File: config.mk
export PLATFORM = sky130hd
export DESIGN_NAME = spi_host_regs
export DESIGN_NICKNAME = d
export VERILOG_FILES = /design/src/rtl/spi_regs_pkg.sv /design/src/rtl/srh_semaphore.sv /design/src/rtl/srh_cs_decoder.sv /design/src/rtl/spi_host_regs.sv
export SDC_FILE = /design/constraint.sdc
export NUM_CORES = 1
export LEC_CHECK = 0
export CORE_AREA = 2 2 119 121
export CTS_BUF_LIST = sky130_fd_sc_hd__clkbuf_8 sky130_fd_sc_hd__clkbuf_16
export DETAILED_ROUTE_END_ITERATION = 10
export DIE_AREA = 0 0 121 123
export GPL_TIMING_DRIVEN = 0
export PLACE_DENSITY_LB_ADDON = 0.15
export SYNTH_ARGS = -nofsm -noshare
export SYNTH_HDL_FRONTEND = slang
export SYNTH_HIERARCHICAL = 1
export SYNTH_SLANG_ARGS = --single-unit
File: constraint.sdc
create_clock -name clk -period 5.58 [get_ports clk]
set_clock_uncertainty 0.1 [all_clocks]
set_input_delay 0.558 -clock clk [delete_from_list [all_inputs] [get_ports clk]]
set_output_delay 0.558 -clock clk [all_outputs]
set_load 0.02 [all_outputs]
File: src/rtl/spi_regs_pkg.sv
// Package: shared constants for the SPI host register file.
// Assumes byte-wide registers and offsets that fit in eight bits.
package spi_regs_pkg;
    localparam int BYTE_W = 8;
    localparam int DIV_W  = 4;
    localparam int MODE_W = 6;

    localparam logic [7:0] OFS_CLKID = 8'h03;
    localparam logic [7:0] OFS_CTRL  = 8'h04;
    localparam logic [7:0] OFS_STAT  = 8'h08;
    localparam logic [7:0] OFS_DATA  = 8'h0C;
    localparam logic [7:0] OFS_CSNUM = 8'h10;

    localparam logic [MODE_W-1:0] CTRL_RESET = 6'h0F;
    localparam logic [7:0]        CS_NONE    = 8'hFF;

    typedef enum logic [2:0] {
        REG_NONE, REG_CLKID, REG_CTRL, REG_STAT, REG_DATA, REG_CSNUM
    } reg_sel_t;
endpackage

File: src/rtl/srh_semaphore.sv
// Module: ownership lock shared by several bus masters.
// A claim sets the lock and a release clears it. Release wins when both
// happen in one cycle. The caller samples held before the update.
module srh_semaphore (
    input  logic clk,
    input  logic rst_n,
    input  logic claim,
    input  logic release_req,
    output logic held
);
    logic held_q;

    // Lock state update: release has priority over claim.
    always_ff @(posedge clk) begin
        if (!rst_n)           held_q <= 1'b0;
        else if (release_req) held_q <= 1'b0;
        else if (claim)       held_q <= 1'b1;
    end

    assign held = held_q;

    assert_claim_sets_R3: assert property (@(posedge clk) disable iff (!rst_n)
        (claim && !release_req) |=> held);
    assert_release_clears_R5: assert property (@(posedge clk) disable iff (!rst_n)
        release_req |=> !held);
endmodule

File: src/rtl/srh_cs_decoder.sv
// Module: chip-select number register with a decoder to active-low lines.
// A value at or above NUM_CS, including 0xFF, deasserts all lines.
module srh_cs_decoder #(
    parameter int NUM_CS = 255
) (
    input  logic             clk,
    input  logic             rst_n,
    input  logic             wr,
    input  logic [7:0]       wdata,
    output logic [7:0]       sel,
    output logic [NUM_CS-1:0] cs_n
);
    logic [7:0] sel_q;

    // Holds the encoded select number.
    always_ff @(posedge clk) begin
        if (!rst_n)  sel_q <= spi_regs_pkg::CS_NONE;
        else if (wr) sel_q <= wdata;
    end

    // One comparator per line, each driving its own active-low select.
    for (genvar i = 0; i < NUM_CS; i++) begin : g_line
        assign cs_n[i] = (sel_q != 8'(i));
    end

    assign sel = sel_q;

    assert_at_most_one_R9: assert property (@(posedge clk) disable iff (!rst_n)
        $onehot0(~cs_n));
endmodule

File: src/rtl/spi_host_regs.sv
// Module: register front end of an SPI host.
// It decodes byte offsets and keeps the control and chip-select registers.
// It runs the status semaphore and passes data-register traffic to an
// external shift engine. A read access is the first cycle of an rd_en
// pulse. Writes act in every cycle in which wr_en is high.
module spi_host_regs
    import spi_regs_pkg::*;
#(
    parameter int         ADDR_W = 5,
    parameter int         NUM_CS = 255,
    parameter logic [3:0] CLK_ID = 4'd4
) (
    input  logic              clk,
    input  logic              rst_n,
    input  logic [ADDR_W-1:0] addr,
    input  logic              wr_en,
    input  logic              rd_en,
    input  logic [7:0]        wdata,
    output logic [7:0]        rdata,
    input  logic              eng_busy,
    input  logic [7:0]        eng_rx,
    output logic              eng_start,
    output logic [7:0]        eng_tx,
    output logic [DIV_W-1:0]  clk_div,
    output logic              cpha,
    output logic              cpol,
    output logic [NUM_CS-1:0] cs_n
);
    reg_sel_t          rsel;
    logic              rd_en_q, rd_strobe;
    logic              sem_held;
    logic [MODE_W-1:0] ctrl_q;
    logic [7:0]        cs_sel;
    logic [7:0]        rd_mux, rdata_q;
    logic              start_q;
    logic [7:0]        tx_q;
    logic              seen_q;

    // Maps the bus offset to a register select.
    always_comb begin
        rsel = REG_NONE;
        if      (addr == ADDR_W'(OFS_CLKID)) rsel = REG_CLKID;
        else if (addr == ADDR_W'(OFS_CTRL))  rsel = REG_CTRL;
        else if (addr == ADDR_W'(OFS_STAT))  rsel = REG_STAT;
        else if (addr == ADDR_W'(OFS_DATA))  rsel = REG_DATA;
        else if (addr == ADDR_W'(OFS_CSNUM)) rsel = REG_CSNUM;
    end

    // Remembers rd_en so that one pulse makes one access.
    always_ff @(posedge clk) begin
        if (!rst_n) rd_en_q <= 1'b0;
        else        rd_en_q <= rd_en;
    end
    assign rd_strobe = rd_en && !rd_en_q;

    srh_semaphore u_sem (
        .clk        (clk),
        .rst_n      (rst_n),
        .claim      (rd_strobe && rsel == REG_STAT),
        .release_req(wr_en && rsel == REG_STAT && wdata[0]),
        .held       (sem_held)
    );

    srh_cs_decoder #(.NUM_CS(NUM_CS)) u_cs (
        .clk  (clk),
        .rst_n(rst_n),
        .wr   (wr_en && rsel == REG_CSNUM),
        .wdata(wdata),
        .sel  (cs_sel),
        .cs_n (cs_n)
    );

    // Control register: divider code with phase and polarity bits.
    always_ff @(posedge clk) begin
        if (!rst_n)                        ctrl_q <= CTRL_RESET;
        else if (wr_en && rsel == REG_CTRL) ctrl_q <= wdata[MODE_W-1:0];
    end
    assign clk_div = ctrl_q[DIV_W-1:0];
    assign cpha    = ctrl_q[4];
    assign cpol    = ctrl_q[5];

    // Starts the shift engine on a data write unless it is busy.
    always_ff @(posedge clk) begin
        if (!rst_n) begin
            start_q <= 1'b0;
            tx_q    <= '0;
        end else begin
            start_q <= wr_en && rsel == REG_DATA && !eng_busy;
            if (wr_en && rsel == REG_DATA && !eng_busy) tx_q <= wdata;
        end
    end
    assign eng_start = start_q;
    assign eng_tx    = tx_q;

    // Selects the byte that a read returns.
    always_comb begin
        unique case (rsel)
            REG_CLKID: rd_mux = {4'h0, CLK_ID};
            REG_CTRL:  rd_mux = {2'b00, ctrl_q};
            REG_STAT:  rd_mux = {6'b0, eng_busy, sem_held};
            REG_DATA:  rd_mux = eng_rx;
            REG_CSNUM: rd_mux = cs_sel;
            default:   rd_mux = 8'h00;
        endcase
    end

    // Captures read data once per access.
    always_ff @(posedge clk) begin
        if (!rst_n)         rdata_q <= 8'h00;
        else if (rd_strobe) rdata_q <= rd_mux;
    end
    assign rdata = rdata_q;

    // Marks the cycles in which $past reaches back past reset.
    always_ff @(posedge clk) begin
        if (!rst_n) seen_q <= 1'b0;
        else        seen_q <= 1'b1;
    end

    assert_unmapped_zero_R10: assert property (@(posedge clk) disable iff (!rst_n)
        (rd_strobe && rsel == REG_NONE) |=> rdata == 8'h00);
    assert_rdata_hold_R11: assert property (@(posedge clk) disable iff (!rst_n)
        (seen_q && !rd_strobe) |=> $stable(rdata));
    assert_busy_tx_hold_R7: assert property (@(posedge clk) disable iff (!rst_n)
        (seen_q && eng_busy) |=> (!eng_start && $stable(eng_tx)));
    assert_cs_drive_R9: assert property (@(posedge clk) disable iff (!rst_n)
        (wr_en && rsel == REG_CSNUM && int'(wdata) < NUM_CS) |=> !cs_n[$past(wdata)]);
endmodule

==> flow_summary.json, run 1 <==
{
  "clock_latency_ns": 0.27,
  "top_layer": "met4",
  "drt_first_pass_iters": 5,
  "maxSlewViolCount": 0,
  "cts.repair.resized": 0,
  "finalSetupTns_ns": 0,
  "hold_class": "flop to flop",
  "viasPerCell": 4.702,
  "die_x_microns": 121,
  "grt_usage": 0.2477,
  "layout_min_cycle_time_ns": 3.225,
  "m1WireLength_microns": 8419,
  "dpl_cell_area_sq_mm": 0.006619,
  "dp.cells": 975,
  "worst_slew_pin_slew_ns": 0.7222,
  "p_leak_nw": 2.480,
  "grt_setup_unrepaired": "false",
  "critPathKind": "flop to output port",
  "dp_hpwl_microns": 15690,
  "cts_root_buffer": "clkbuf_16",
  "syn_area_sq_mm": 0.003371,
  "gr-total-overflow": 0,
  "ir_worst_vdd_mv": 0.1719,
  "gp_congestion": 0.8464,
  "port_buffers": 302,
  "dr_wl_met3_microns": 1602,
  "cap_violations": 0,
  "yosys_most_used_dff": "dfxtp_1",
  "power_density_mw_per_mm2": 84.91,
  "io_pins": 304,
  "grt_pass1_wl_microns": 27450,
  "fin_nets": 828,
  "routedWlPerCell_microns": 20.00,
  "end_kind": "output port",
  "postCtsHoldBufs": 0,
  "final_cells": 982,
  "worstPathArrival_ns": 2.57,
  "antenna_found_initial": 0,
  "status": "complete, no violations",
  "routed_wl_microns": 19640,
  "fmax_mhz": 310.0,
  "hold_viol": 0,
  "first_global_vias": 4216,
  "dieArea_sq_mm": 0.01488,
  "place_ws_ns": 2.491,
  "synth_area_leaders": "nand2_1 (31%), dfxtp_1 (20%), buf_6 (8.0%)",
  "drive_gt1_frac": 0.1234,
  "htreeDepth": 2,
  "synthCells": 493,
  "yosysUniqueCellTypes": 39,
  "fin_ws_ns": 2.355,
  "synth_top_area_frac": 0.3062,
  "yosysTopAreaCell": "nand2_1",
  "drt_iter0_markers": 348,
  "setup_violations": 0,
  "hold_ws_ns": 0.3497,
  "clk_path_buf_depth": 2,
  "worstPathRequired_ns": 4.92,
  "final_util": 0.4967,
  "syn_to_final_growth_pct": 100.6,
  "post_cts_buffers": 0,
  "clkSinkCount": 33,
  "n_antenna_cell": 0,
  "design_area_sq_mm": 0.006761,
  "drc": 0,
  "synth-seq-cells": 33,
  "grt_max_degree": 11,
  "relSlewSlack": 0.5165,
  "worstPathMaxFanout": 10,
  "synth-edff-count": 0,
  "ys.warnings.count": 6,
  "routed-wl-met2_microns": 9441,
  "timing.final.crit_share": 0.5780,
  "start_util": 0.2476,
  "syn_area_per_cell_sq_um": 6.837,
  "synth_async_sr_flop_share": 0,
  "fp.coreArea_sq_mm": 0.01361,
  "critPathLaunchType": "flop",
  "synth_most_common_cell": "nand2_1",
  "syn_nets": 519,
  "clk_pin_slew_ns": 0.05,
  "vias": 4617,
  "die_h_microns": 123,
  "synthTopCellsByCount": "nand2_1 (275), dfxtp_1 (33), buf_6 (24), mux2i_1 (22), clkbuf_2 (18)",
  "cts_made_buffers": 5,
  "yosysSeqAreaShare": 0.1960,
  "drt.antenna.violating_nets": 0,
  "total_power_mw": 0.5741,
  "rows": 43,
  "tritoncts": "yes"
}
flip-flops by register name, indices dropped and copies added, names as in the netlist:
name and cells:
eng_tx 8, u_sem/held 1, ctrl_q 6, rdata 8, eng_start 1, u_cs/sel 8, rd_en_q 1
logic make-up after synthesis:
kind of cell / Yosys count / share of synthesized area
AO/OA/AOI/OAI: 21 / 0.04603
flip-flops: 33 / 0.1960
AND/OR/NAND/NOR: 344 / 0.5278
multiplexers: 24 / 0.07201
buffers and inverters: 71 / 0.1581
path summary, 6_finish.rpt:
path	cells after the start	endpoint	startpoint	slack (ns)
setup reg to reg	4	rdata[2]$_SDFFE_PN0P_	ctrl_q[2]$_SDFFE_PN1P_	4.10
hold reg to reg	2	rdata[4]$_SDFFE_PN0P_	rdata[4]$_SDFFE_PN0P_	0.35
hold / removal	2	rdata[4]$_SDFFE_PN0P_	rdata[4]$_SDFFE_PN0P_	0.35
setup / recovery	5	cs_n[48]	u_cs/sel[1]$_SDFFE_PN1P_	2.35
layer usage:
| layer | vias up | global-route usage |
|---|---|---|
| met4 | 0 | 0.04288 |
| met1 | 2187 | 0.3189 |
| met5 | - | 0 |
| li1 | 2191 | - |
| met2 | 226 | 0.4294 |
| met3 | 13 | 0.05489 |
power by group:
group	switching (mW)	total [mW]	internal (mW)	leakage (nW)
Combinational	0.0331	0.0672	0.0342	2.14
Clock	0.0929	0.266	0.173	0.0741
Sequential	0.00227	0.241	0.239	0.267
layout by cell type (no fill, tap or decap), types with 2 or more instances in the layout:
master / count
nor4bb_1: 5
o21ai_1: 6
buf_1: 2
nor3_4: 2
and4b_1: 9
nor2b_1: 11
mux2_2: 2
nor4b_4: 8
dfxtp_1: 33
and4bb_2: 8
buf_6: 24
clkbuf_2: 18
clkbuf_16: 5
a22o_1: 2
o21ai_0: 2
and3_1: 3
and4_1: 2
clkdlybuf4s50_1: 302
nor2_1: 4
clkbuf_1: 3
nand2_1: 275
nor4_4: 2
nor3b_2: 2
buf_2: 9
a22oi_1: 2
inv_1: 2
mux2i_1: 22
buf_4: 14
a221oi_1: 6
and2_1: 5
final cells by class:
class	count	area [sq um]
Buffer	70	529.3
Clock buffer	6	138.9
Clock inverter	1	3.754
Fill cell	1322	6850
Inverter	1	3.754
Multi-Input combinational cell	389	2177
Sequential cell	33	660.6
Tap cell	180	225.2
Timing Repair Buffer	302	3023
worst max-delay path, stage by stage (launching register included):
cell	delay, ns
dfxtp_1	0.41
buf_6	0.21
nor4_4	0.63
buf_4	0.31
nand2_1	0.15
clkdlybuf4s50_1	0.58
Power figures use the tool's default switching activity.
==> run 2, diff against run 1 <==
--- a/config.mk
+++ b/config.mk
@@ -5,10 +5,10 @@
 export SDC_FILE = /design/constraint.sdc
 export NUM_CORES = 1
 export LEC_CHECK = 0
-export CORE_AREA = 2 2 119 121
+export CORE_AREA = 2 2 118 120
 export CTS_BUF_LIST = sky130_fd_sc_hd__clkbuf_8 sky130_fd_sc_hd__clkbuf_16
 export DETAILED_ROUTE_END_ITERATION = 10
-export DIE_AREA = 0 0 121 123
+export DIE_AREA = 0 0 120 122
 export GPL_TIMING_DRIVEN = 0
 export PLACE_DENSITY_LB_ADDON = 0.15
 export SYNTH_ARGS = -nofsm -noshare
==> constraint.sdc (replaced) <==
create_clock -name clk -period 2.7 [get_ports clk]
set_clock_uncertainty 0.1 [all_clocks]
set_input_delay 0.27 -clock clk [delete_from_list [all_inputs] [get_ports clk]]
set_output_delay 0.27 -clock clk [all_outputs]
set_load 0.02 [all_outputs]
==> run 2 against run 1 <==
Compared with the run above:
- cell count grew 2.1%
- setup slack lost 2.3 ns
- routed wire length grew 1.9%
- critical path depth grew 1
- sequential power grew 110%
- sequential share of layout area shrank 0.13 points
- flip-flop and latch count is the same
- critical endpoint is now cs_n[118]
- largest cell class unchanged
==> flow_summary.json, run 2 (synthesis gave the netlist of run 1 again) <==
{
  "status": "complete, no violations",
  "end_kind": "output port",
  "power_density_mw_per_mm2": 178.2,
  "cp-startpoint": "u_cs/sel[1]$_SDFFE_PN1P_",
  "syn_to_final_growth_pct": 106.3,
  "dp_hpwl_microns": 15600,
  "fp.coreArea_sq_mm": 0.01350,
  "cts_made_buffers": 5,
  "drive_gt1_frac": 0.1567,
  "reg2reg_slack_ns": 1.24,
  "crit_path_max_incr_delay_ns": 0.55,
  "r2r-end": "rdata[2]$_SDFFE_PN0P_",
  "rows": 43,
  "rr_worst_depth": 4,
  "cts_root_buffer": "clkbuf_16",
  "fin_ws_ns": 0.1011,
  "path_depth": 6,
  "layout_min_cycle_time_ns": 2.599,
  "path_buf_inv": 4,
  "p_leak_nw": 2.588,
  "dieArea_sq_mm": 0.01464,
  "gp_congestion": 0.8575,
  "clock_latency_ns": 0.28,
  "ir_worst_vdd_mv": 0.3971,
  "drt_iter0_markers": 325,
  "n_antenna_cell": 0,
  "vias": 4729,
  "worstPathMaxFanout": 10,
  "grt_pass1_wl_microns": 28630,
  "seqCellArea_sq_um": 670.6,
  "timing.final.crit_share": 0.9626,
  "gr-total-overflow": 0,
  "clkSinkCount": 33,
  "cpMostUsedCell": "buf_6",
  "die_h_microns": 122,
  "fin_nets": 848,
  "drc": 0,
  "antenna_found_initial": 0,
  "worst_slew_pin_slew_ns": 0.5788,
  "die_x_microns": 120,
  "worstPathRequired_ns": 2.33,
  "maxSlewViolCount": 0,
  "nFillCells": 1362,
  "path_cells": "buf_6 > and4bb_2 > clkbuf_2 > buf_6 > nand2_1 > clkdlybuf4s50_1",
  "relSlewSlack": 0.6142,
  "cap_violations": 0,
  "routedWlPerCell_microns": 19.95,
  "viasPerCell": 4.715,
  "regToRegStartpoint": "ctrl_q[2]$_SDFFE_PN1P_",
  "drt_first_pass_iters": 4,
  "grt_max_degree": 11,
  "io_pins": 304,
  "drt.antenna.violating_nets": 0,
  "fmax_mhz": 384.8,
  "hold_viol": 0,
  "multiInputGateArea_sq_mm": 0.002177,
  "htreeDepth": 2,
  "critPathLaunchType": "flop",
  "first_global_vias": 4352,
  "setup_violations": 0,
  "grt_usage": 0.2605,
  "place_ws_ns": -0.08782,
  "grt_setup_unrepaired": "false",
  "finalSetupTns_ns": 0,
  "final_common_cell": "clkdlybuf4s50_1",
  "critPathKind": "flop to output port",
  "hold_class": "flop to flop",
  "worstPathArrival_ns": 2.23,
  "clk_pin_slew_ns": 0.05,
  "port_buffers": 302,
  "total_power_mw": 1.239,
  "tritoncts": "yes",
  "clk_path_buf_depth": 2,
  "cp_top_family": "buffers and inverters",
  "crit_end": "cs_n[118]",
  "most-common-layout-cells": "clkdlybuf4s50_1 (299), nand2_1 (275), buf_4 (38)",
  "routed_wl_microns": 20010,
  "start_util": 0.2496,
  "slowest_stage": "clkdlybuf4s50_1"
}
-- run 2: cell count changes in the layout (fill, tap and decap cells not counted), sizes merged --
| cell | delta |
|---|---|
| buf | +21 |
| clkdlybuf4s50 | -3 |
| clkinv | +1 |
| inv | -1 |
| dlygate4sd2 | +1 |
| dlymetal6s2s | +2 |
-- run 2: report_power, final --
| group | total, mW | switching [mW] | internal (mW) |
|---|---|---|---|
| combinational | 0.139 | 0.0685 | 0.0707 |
| sequential | 0.498 | 0.00462 | 0.493 |
| clock | 0.602 | 0.212 | 0.390 |
| total | 1.24 | 0.285 | 0.954 |
-- run 2: worst min-delay path by stage --
stage | startpoint | to | depth (start not counted) | slack, ns
final | rdata[6]$_SDFFE_PN0P_ | rdata[6]$_SDFFE_PN0P_ | 2 | 0.34
after CTS | rdata[6]$_SDFFE_PN0P_ | rdata[6]$_SDFFE_PN0P_ | 2 | 0.35
after floorplan | rd_en | rd_en_q$_SDFF_PN0_ | 1 | 0.29
after global routing | addr[3] | rdata[0]$_SDFFE_PN0P_ | 4 | 0.37
after global placement | rdata[6]$_SDFFE_PN0P_ | rdata[6]$_SDFFE_PN0P_ | 2 | 0.34
after detailed placement | rdata[6]$_SDFFE_PN0P_ | rdata[6]$_SDFFE_PN0P_ | 2 | 0.34
-- run 2: through the flow --
step                cells    util  instance area (sq um)  hold slack [ns]
floorplan             493       -                   3371           0.2917
global placement      975  0.4901                   6619           0.3445
detailed placement    975  0.4901                   6619           0.3428
CTS                  1003  0.5139                   6939           0.3486
global route         1003  0.5149                   6953           0.3720
finish               1003  0.5149                   6953           0.3433
-- run 2: per-layer routing --
metal	wire length (microns)	global-route usage	vias to the layer above
met4	454	0.07574	0
met1	8662	0.3376	2236
li1	-	-	2234
met5	0	0	-
met2	9342	0.4311	232
met3	1551	0.06086	27
-- run 2: final cells by class --
class / count / area share
timing repair buffer: 323 / 0.4580
multi-input combinational: 389 / 0.3131
sequential: 33 / 0.09645
buffer: 69 / 0.07684
tap: 180 / 0.03239
clock buffer: 7 / 0.02195
clock inverter: 1 / 0.0007198
inverter: 1 / 0.0005399
-- run 2: repair_timing --
| item | CTS | global route |
|---|---|---|
| hold buffers | 0 | 0 |
| buffers inserted | 20 | 1 |
| gates resized for setup | 8 | 7 |
| pin swaps | 3 | 0 |
| endpoints found under the setup margin | 120 | 101 |
-- run 2: worst reg2reg max path: cells and delay by family, from the launching register on --
family / cells / cell delay (ns)
AOI/OAI and AO/OA: 3 / 0.46
DFF: 1 / 0.35
and+or+nand+nor: 1 / 0.48
==> run 3, diff against run 2 <==
--- a/config.mk
+++ b/config.mk
@@ -15,3 +15,4 @@
 export SYNTH_HDL_FRONTEND = slang
 export SYNTH_HIERARCHICAL = 1
 export SYNTH_SLANG_ARGS = --single-unit
+export TNS_END_PERCENT = 30
==> run 3 against run 2 <==
Compared with the run above:
- power about the same
- sequential share of layout area is essentially flat
- register-to-register slack barely moved
- routed wire length decreased by 0.60%
- combinational power hardly changed
- largest cell class unchanged
- largest power group unchanged
==> flow_summary.json, run 3 (synthesis gave the netlist of run 1 again) <==
{
  "htreeDepth": 2,
  "maxSlewViolCount": 0,
  "setup_violations": 0,
  "hold_ws_ns": 0.3436,
  "hold_viol": 0,
  "drt_iter0_markers": 329,
  "drt_first_pass_iters": 4,
  "clk_pin_slew_ns": 0.05,
  "rows": 43,
  "relSlewSlack": 0.5913,
  "critPathKind": "flop to output port",
  "timing.final.crit_share": 0.9749,
  "cp-startpoint": "u_cs/sel[2]$_SDFFE_PN1P_",
  "clkSinkCount": 33,
  "grt_usage": 0.2589,
  "syn_to_final_growth_pct": 105.9,
  "worstPathMaxFanout": 10,
  "most-common-layout-cells": "clkdlybuf4s50_1 (294), nand2_1 (275), buf_4 (33)",
  "gp_congestion": 0.8575,
  "clk_path_buf_depth": 2,
  "fp.coreArea_sq_mm": 0.01350,
  "tritoncts": "yes",
  "fin_ws_ns": 0.06773,
  "first_global_vias": 4278,
  "reg2reg_slack_ns": 1.24,
  "cts_root_buffer": "clkbuf_16",
  "dp_hpwl_microns": 15600,
  "dieArea_sq_mm": 0.01464,
  "die_h_microns": 122,
  "fmax_mhz": 379.9,
  "final_util": 0.5140,
  "hold_class": "flop to flop",
  "status": "complete, no violations",
  "hold_path_startpoint": "rdata[6]$_SDFFE_PN0P_",
  "io_pins": 304,
  "start_util": 0.2496,
  "grt_max_degree": 11,
  "vias": 4631,
  "die_x_microns": 120,
  "postCtsHoldBufs": 0,
  "cts_made_buffers": 5,
  "nFillCells": 1355,
  "clock_latency_ns": 0.28,
  "gr-total-overflow": 0,
  "worstPathArrival_ns": 2.26,
  "regToRegStartpoint": "ctrl_q[2]$_SDFFE_PN1P_",
  "cap_violations": 0,
  "viasPerCell": 4.631,
  "power_density_mw_per_mm2": 178.4,
  "fin_nets": 845,
  "place_ws_ns": -0.08782,
  "drc": 0,
  "final_common_cell": "clkdlybuf4s50_1",
  "drive_gt1_frac": 0.1537,
  "worst_slew_pin_slew_ns": 0.6105,
  "end_kind": "output port",
  "layout_min_cycle_time_ns": 2.632,
  "routed_wl_microns": 19890,
  "drt.antenna.violating_nets": 0,
  "n_antenna_cell": 0,
  "routedWlPerCell_microns": 19.89,
  "port_buffers": 302,
  "critPathLaunchType": "flop",
  "ir_worst_vdd_mv": 0.3888,
  "p_leak_nw": 2.567,
  "worstPathRequired_ns": 2.33,
  "grt_pass1_wl_microns": 28430,
  "antenna_found_initial": 0
}
-- run 3: cell types whose count changed in the layout (fill, tap and decap cells not counted), sizes merged --
cell / before / now
buf: 70 / 67
clkdlybuf4s50: 299 / 294
dlygate4sd2: 1 / 4
dlymetal6s2s: 2 / 4
-- run 3: worst max-delay path: stages (launching register included) --
cell and delay [ns]:
dfxtp_2 0.41, buf_6 0.20, nor4b_4 0.54, buf_6 0.23, nand2_1 0.06, clkdlybuf4s50_1 0.54
-- run 3: timing repair --
action	CTS	global route
pin swaps	4	0
setup endpoints to repair	120	108
cloned	0	0
resized for setup	12	9
setup buffers	11	6
-- run 3: cell type report --
class	instances	area [sq um]	share of cell area
Buffer	70	539.3	0.07769
Inverter	1	3.754	0.0005407
Clock buffer	7	152.6	0.02199
Tap cell	180	225.2	0.03244
Sequential cell	33	670.6	0.09661
Clock inverter	1	5.005	0.0007210
Multi-Input combinational cell	389	2177	0.3136
Timing Repair Buffer	319	3168	0.4564
-- run 3: final timing paths --
kind,depth (start not counted),end
max reg2reg,4,rdata[2]$_SDFFE_PN0P_
min reg2reg,2,rdata[6]$_SDFFE_PN0P_
max,5,cs_n[180]
min,2,rdata[6]$_SDFFE_PN0P_
-- run 3: metal layers --
metal / GRT usage / wire, microns / up-vias / part of all wire
li1: - / - / 2221 / -
met1: 0.3421 / 8608 / 2166 / 0.43
met2: 0.4322 / 9391 / 223 / 0.47
met3: 0.05290 / 1527 / 21 / 0.077
met4: 0.06250 / 363 / 0 / 0.018
met5: 0 / 0 / - / 0
-- run 3: through the flow --
stage               cells  setup TNS, ns  total power, mW  area (sq um)
floorplan             493              0           0.5741          3371
global placement      975        -0.3707           0.6450          6619
detailed placement    975        -0.6001           0.6464          6619
CTS                   994      -0.001713            1.246          6869
global route         1000      -0.001353            1.279          6942
finish               1000              0            1.238          6942
-- run 3: power by group --
part / total [mW] / internal, mW / switching, mW
Clock: 0.601 / 0.390 / 0.211
Sequential: 0.498 / 0.493 / 0.00460
Combinational: 0.139 / 0.0707 / 0.0686
